`src/rtl/enc6_pkg.sv`:
```
package enc6_pkg;
  localparam int CONSTR_LEN = 4;
  localparam int STATE_W    = CONSTR_LEN - 1;
  localparam int WORD_W     = 6;
  localparam int TAIL_LEN   = STATE_W;
  localparam int CNT_W      = $clog2(TAIL_LEN + 1);

  typedef struct packed {
    logic advance;   // shift one bit through the state this cycle
    logic zeroIn;    // shifted bit is a flush zero
    logic loadSel;   // frame start: capture table select
    logic markLast;  // this step is the final tail step
  } encStrobe_t;

  // Fixed branch-word tables; index is {table, state, input bit}.
  function automatic logic [WORD_W-1:0] branchWord(
    input logic tbl, input logic [STATE_W-1:0] st, input logic b);
    logic [WORD_W-1:0] w;
    case ({tbl, st, b})
      5'b0_000_0: w = 6'b111000;
      5'b0_000_1: w = 6'b111111;
      5'b0_001_0: w = 6'b111110;
      5'b0_001_1: w = 6'b100010;
      5'b0_010_0: w = 6'b110111;
      5'b0_010_1: w = 6'b110000;
      5'b0_011_0: w = 6'b110011;
      5'b0_011_1: w = 6'b100000;
      5'b0_100_0: w = 6'b011111;
      5'b0_100_1: w = 6'b010010;
      5'b0_101_0: w = 6'b011000;
      5'b0_101_1: w = 6'b010011;
      5'b0_110_0: w = 6'b010100;
      5'b0_110_1: w = 6'b110010;
      5'b0_111_0: w = 6'b010001;
      5'b0_111_1: w = 6'b111101;
      5'b1_000_0: w = 6'b000011;
      5'b1_000_1: w = 6'b111111;
      5'b1_001_0: w = 6'b111111;
      5'b1_001_1: w = 6'b010100;
      5'b1_010_0: w = 6'b111111;
      5'b1_010_1: w = 6'b001100;
      5'b1_011_0: w = 6'b001000;
      5'b1_011_1: w = 6'b110100;
      5'b1_100_0: w = 6'b111111;
      5'b1_100_1: w = 6'b100001;
      5'b1_101_0: w = 6'b001001;
      5'b1_101_1: w = 6'b000110;
      5'b1_110_0: w = 6'b101010;
      5'b1_110_1: w = 6'b010110;
      5'b1_111_0: w = 6'b011110;
      default:    w = 6'b100010;
    endcase
    return w;
  endfunction
endpackage

```
`src/rtl/enc6_ctrl.sv`:
```
module enc6_ctrl
  import enc6_pkg::*;
(
  input  logic       clk,
  input  logic       rstN,
  input  logic       inValid,
  input  logic       inLast,
  output logic       inReady,
  output encStrobe_t stb
);
  typedef enum logic [1:0] {PH_IDLE, PH_BODY, PH_TAIL} phase_e;

  phase_e            phase;
  logic [CNT_W-1:0]  tailCnt;
  logic              fire;
  logic              inTail;

  always_comb begin
    inTail       = (phase == PH_TAIL);
    inReady      = !inTail;
    fire         = inValid && inReady;
    stb.advance  = fire || inTail;
    stb.zeroIn   = inTail;
    stb.loadSel  = fire && (phase == PH_IDLE);
    stb.markLast = inTail && (tailCnt == CNT_W'(1));
  end

  always_ff @(posedge clk or negedge rstN) begin
    if (!rstN) begin
      phase   <= PH_IDLE;
      tailCnt <= '0;
    end else begin
      case (phase)
        PH_IDLE, PH_BODY: begin
          if (fire) begin
            phase   <= inLast ? PH_TAIL : PH_BODY;
            tailCnt <= CNT_W'(TAIL_LEN);
          end
        end
        default: begin
          tailCnt <= tailCnt - CNT_W'(1);
          if (tailCnt == CNT_W'(1)) phase <= PH_IDLE;
        end
      endcase
    end
  end

  // the last bit closes the input for the flush
  a_r7_busy_after_last: assert property (@(posedge clk) disable iff (!rstN)
    (inValid && inReady && inLast) |=> !inReady);
  // readiness returns right after the final tail step
  a_r7_ready_after_tail: assert property (@(posedge clk) disable iff (!rstN)
    stb.markLast |=> inReady);
endmodule

```
`src/rtl/enc6_datapath.sv`:
```
module enc6_datapath
  import enc6_pkg::*;
(
  input  logic              clk,
  input  logic              rstN,
  input  encStrobe_t        stb,
  input  logic              tblSel,
  input  logic              inBit,
  output logic              outValid,
  output logic [WORD_W-1:0] outWord,
  output logic              outLast
);
  logic [STATE_W-1:0] curState;
  logic               selReg;
  logic               effSel;
  logic               effBit;
  logic [WORD_W-1:0]  nextWord;

  always_comb begin
    effSel   = stb.loadSel ? tblSel : selReg;
    effBit   = stb.zeroIn ? 1'b0 : inBit;
    nextWord = branchWord(effSel, curState, effBit);
  end

  always_ff @(posedge clk or negedge rstN) begin
    if (!rstN) begin
      curState <= '0;
      selReg   <= 1'b0;
      outValid <= 1'b0;
      outWord  <= '0;
      outLast  <= 1'b0;
    end else begin
      outValid <= stb.advance;
      outLast  <= stb.advance && stb.markLast;
      if (stb.loadSel) selReg <= tblSel;
      if (stb.advance) begin
        curState <= {effBit, curState[STATE_W-1:1]};
        outWord  <= nextWord;
      end
    end
  end

  // flush leaves the state at zero with the last symbol
  a_r8_flushed: assert property (@(posedge clk) disable iff (!rstN)
    outLast |-> (curState == '0));
  // no step, no state change
  a_r9_hold_state: assert property (@(posedge clk) disable iff (!rstN)
    !stb.advance |=> $stable(curState));
  // table choice is frozen inside a frame
  a_r6_sel_frozen: assert property (@(posedge clk) disable iff (!rstN)
    !stb.loadSel |=> $stable(selReg));
  // a zero shifted in clears the MSB
  a_r3_msb_entry: assert property (@(posedge clk) disable iff (!rstN)
    (stb.advance && stb.zeroIn) |=> !curState[STATE_W-1]);
endmodule

```
`src/rtl/conv6_encoder.sv`:
```
module conv6_encoder
  import enc6_pkg::*;
(
  input  logic       clk,
  input  logic       rstN,
  input  logic       tblSel,
  input  logic       inValid,
  input  logic       inBit,
  input  logic       inLast,
  output logic       inReady,
  output logic       outValid,
  output logic [5:0] outWord,
  output logic       outLast
);
  encStrobe_t stb;

  enc6_ctrl i_ctrl (
    .clk     (clk),
    .rstN    (rstN),
    .inValid (inValid),
    .inLast  (inLast),
    .inReady (inReady),
    .stb     (stb)
  );

  enc6_datapath i_dp (
    .clk      (clk),
    .rstN     (rstN),
    .stb      (stb),
    .tblSel   (tblSel),
    .inBit    (inBit),
    .outValid (outValid),
    .outWord  (outWord),
    .outLast  (outLast)
  );

  // an accepted bit yields a symbol on the next cycle
  a_r2_symbol_follows: assert property (@(posedge clk) disable iff (!rstN)
    (inValid && inReady) |=> outValid);
  // idle cycle outside the tail yields no symbol
  a_r9_idle_quiet: assert property (@(posedge clk) disable iff (!rstN)
    (!inValid && inReady) |=> !outValid);
  // end flag only travels with a valid symbol
  a_r8_last_valid: assert property (@(posedge clk) disable iff (!rstN)
    outLast |-> outValid);
endmodule

```
`config.mk`:
```
export PLATFORM = sky130hd
export DESIGN_NAME = conv6_encoder
export DESIGN_NICKNAME = d
export VERILOG_FILES = /design/src/rtl/enc6_pkg.sv /design/src/rtl/enc6_ctrl.sv /design/src/rtl/enc6_datapath.sv /design/src/rtl/conv6_encoder.sv
export SDC_FILE = /design/constraint.sdc
export NUM_CORES = 1
export LEC_CHECK = 0
export BUFFER_PORTS_ARGS = -buffer_cell sky130_fd_sc_hd__buf_2
export CAP_MARGIN = 10
export CORE_MARGIN = 1
export CORE_UTILIZATION = 35
export CTS_BUF_LIST = sky130_fd_sc_hd__clkbuf_8
export CTS_CLUSTER_DIAMETER = 120
export DETAILED_ROUTE_END_ITERATION = 6
export HOLD_SLACK_MARGIN = 0.05
export PLACE_DENSITY = 0.66
export SLEW_MARGIN = 5
export SYNTH_ARGS = -nofsm -noshare
export SYNTH_HDL_FRONTEND = slang
export SYNTH_SLANG_ARGS = --single-unit
```
`constraint.sdc`:
```
create_clock -name clk -period 2.1 [get_ports clk]
set_input_delay 0.42 -clock clk [delete_from_list [all_inputs] [get_ports clk]]
set_output_delay 0.42 -clock clk [all_outputs]
set_load 0.05 [all_outputs]
```
==> out/qor.txt <==
Dpl ws -> 0.03696 ns
Clock Tree Buf Depth -> 2
Highest routed metal layer -> met4
FFs w/ async S/R, synth -> 1.000
Setup ws final -> 0.09200 ns
PD cells -> 1714 nW/um2
Initial Util -> 0.3709
Worst EP arrival -> 2.14 ns
Num ports -> 15
Dpl cells -> 188
Leading cell types in the layout, fill and taps excluded -> 15 x dfrtp_1, 14 x buf_2, 13 x nand2_1
Max Cap Viol -> 0
Fin util -> 0.4611
Vias in the first global route -> 958
Top-area cell type share of the netlist area -> 0.3536
Via/cell ratio -> 5.224
Post-DP HPWL -> 1.917 mm
Core Region -> 3053 um2
Top post-synthesis cells by area -> dfrtp_1 35%, ha_1 7.7%, nand2_1 4.6%
Worst VDD drop -> 560.7 uV
Final nets -> 162
Top FF cell, synth -> dfrtp_1
Setup Skew -> 0.0005459 ns
Met3 WL -> 116 um
Yosys cell types -> 40
Rows -> 20
# setup viols final -> 0
Outcome -> finished clean
Total Routing Usage GR -> 0.1720
First-pass detailed-route iteration total -> 4
Die Y -> 58.88 um
Commonest non-fill, non-tap cell in the layout -> dfrtp_1
Fraction of layout cells with a size suffix above 1 -> 0.2905
CTS tree -> done
Met1 Wirelength -> 1.191 mm
RSZ-0062 raised after global routing -> no
Worst min-delay path category -> input pin to async pin
Register bit count reported by yosys -> 16
Final Cycle Share -> 0.9562
Initial antenna violation count -> 0
Post-CTS Setup Inserts -> 0
Clk_lat worst skew -> 0.26 ns
Vias -> 1003
Sequential element share of the synthesized area -> 0.3536
Die area -> 3467 um2
Setup TNS -> 0 ns
Filler cells -> 303
Non-Filler Instances -> 192
Syn Inst Count -> 129
Largest fanout on the critical path -> 8
Max Transition Viols Final -> 0
Residual DRC -> 0
Mapped cell area -> 1132 um2
Post-Route WL -> 2.544 mm
Met2 wire len -> 1.168 mm
1st-iter DRT viols -> 26
Mapped Nets -> 142
Grt ovf -> 0
Yosys top cell by area -> dfrtp_1
Lkg Pwr -> 0.5917 nW
Setup slack, reg-to-reg -> 0.09 ns
Sink Count -> 16
Ant. Diodes -> 0
Die W -> 58.88 um
Req. time, crit path -> 2.23 ns
Synth Warn # -> 0
RePlAce Congestion -> 0.9152
CTS root buf -> clkbuf_8
Post-synth EDFFs -> 0
Minimum clock period -> 2.008 ns
CP Capture Type -> register
Reg clk slew, reported paths -> 0.07 ns
P&R area growth vs syn -> 24.31%
Largest net degree at the start of global routing -> 24
Drt wl/cell -> 13.25 um
Slew of the pin with the lowest slew margin -> 0.6913 ns
Worst relative slew slack -> 0.5391
Critical path type -> register to register
Total power -> 2.412 mW
First-pass GRT wire length -> 4.422 mm
Antenna viol nets, final -> 0
H-Tree Depth -> 1
Final hold violation count -> 0
Critical Path Start Type -> register
Fmax achieved -> 0.4980 GHz
Syn Area/Cell -> 8.778 um2
Input/output buffers -> 14
Inserted Clock Buffers -> 3
## final cells by class
class	count	area [um2]	share of cell area
Tap cell	44	55.05	0.03911
Timing Repair Buffer	20	115.1	0.08178
Inverter	11	47.55	0.03378
Clock buffer	4	55.05	0.03911
Sequential cell	16	401.6	0.2853
Multi-Input combinational cell	97	733.2	0.5209
## sequential cells by signal (all words and copies together), names as in the netlist
signal / flops
i_dp.selReg: 1
i_dp.outLast: 1
i_dp.outWord: 6
i_ctrl.phase: 2
i_dp.curState: 3
i_ctrl.tailCnt: 2
i_dp.outValid: 1
## timing repair
action / 4_1_cts / 5_1_grt
setup endpoints to repair: 0 / 4
hold buffers: 0 / 0
gates resized for setup: 0 / 7
## critical path: stages, from the launching register on
cell and delay (ns):
dfrtp_2 0.45, and2b_2 0.23, clkinvlp_4 0.10, nand2_4 0.08, ha_4 0.23, nor2_4 0.16
nor3_1 0.08, o41ai_2 0.40, o211ai_1 0.14
## worst paths after layout
kind | from | end | depth (start not counted)
setup / recovery | i_ctrl.phase[1]$_DFFE_PN0P_ | i_dp.outWord[5]$_DFFE_PN0P_ | 8
max in group asynchronous | rstN | i_ctrl.phase[1]$_DFFE_PN0P_ | 1
min in group clk | inLast | i_ctrl.phase[1]$_DFFE_PN0P_ | 3
setup reg to reg | i_ctrl.phase[1]$_DFFE_PN0P_ | i_dp.outWord[5]$_DFFE_PN0P_ | 8
hold / removal | rstN | i_dp.curState[1]$_DFFE_PN0P_ | 1
hold reg to reg | i_dp.outWord[1]$_DFFE_PN0P_ | i_dp.outWord[1]$_DFFE_PN0P_ | 2
## where the power goes
part | internal (mW) | switching [mW] | total (mW)
sequential | 0.455 | 0.181 | 0.636
combinational | 0.578 | 0.914 | 1.49
clock | 0.167 | 0.117 | 0.284
total | 1.20 | 1.21 | 2.41
## cell usage after synthesis (2+ instances only)
cell        n
ha_1        7
o21ai_0    10
a21oi_1     4
a2111oi_0   2
nor2_1     10
o311ai_0    2
o22ai_1     2
a211oi_1    4
inv_1       9
mux2i_1     5
clkbuf_1    3
nor3_1      5
nor2b_1     4
o31ai_1     2
nand2b_1    4
nand2_1    14
o211ai_1    2
dfrtp_1    16
nor3b_1     3
## cells by family after synthesis
group	count (synthesis)	share of synthesized area
muxes	5	0.04420
adders and majority gates	7	0.07734
and+or+nand+nor	49	0.2343
buffers and inverters	16	0.06298
DFF	16	0.3536
AOI/OAI and AO/OA	36	0.2276
## layer usage
metal | track usage | up-vias
met3 | 0.03736 | 5
met2 | 0.2597 | 31
li1 | - | 508
met4 | 0.1020 | 0
met5 | 0 | -
met1 | 0.2245 | 459
## per-stage QoR
step | hold WS, ns | cell area, um2
3_5_place_dp | 0.3596 | 1318
2_1_floorplan | 0.1244 | 1181
4_1_cts | 0.07848 | 1373
6_report | 0.06277 | 1408
3_3_place_gp | 0.3511 | 1318
5_1_grt | 0.09495 | 1408
(Power assumes the default switching activity.)
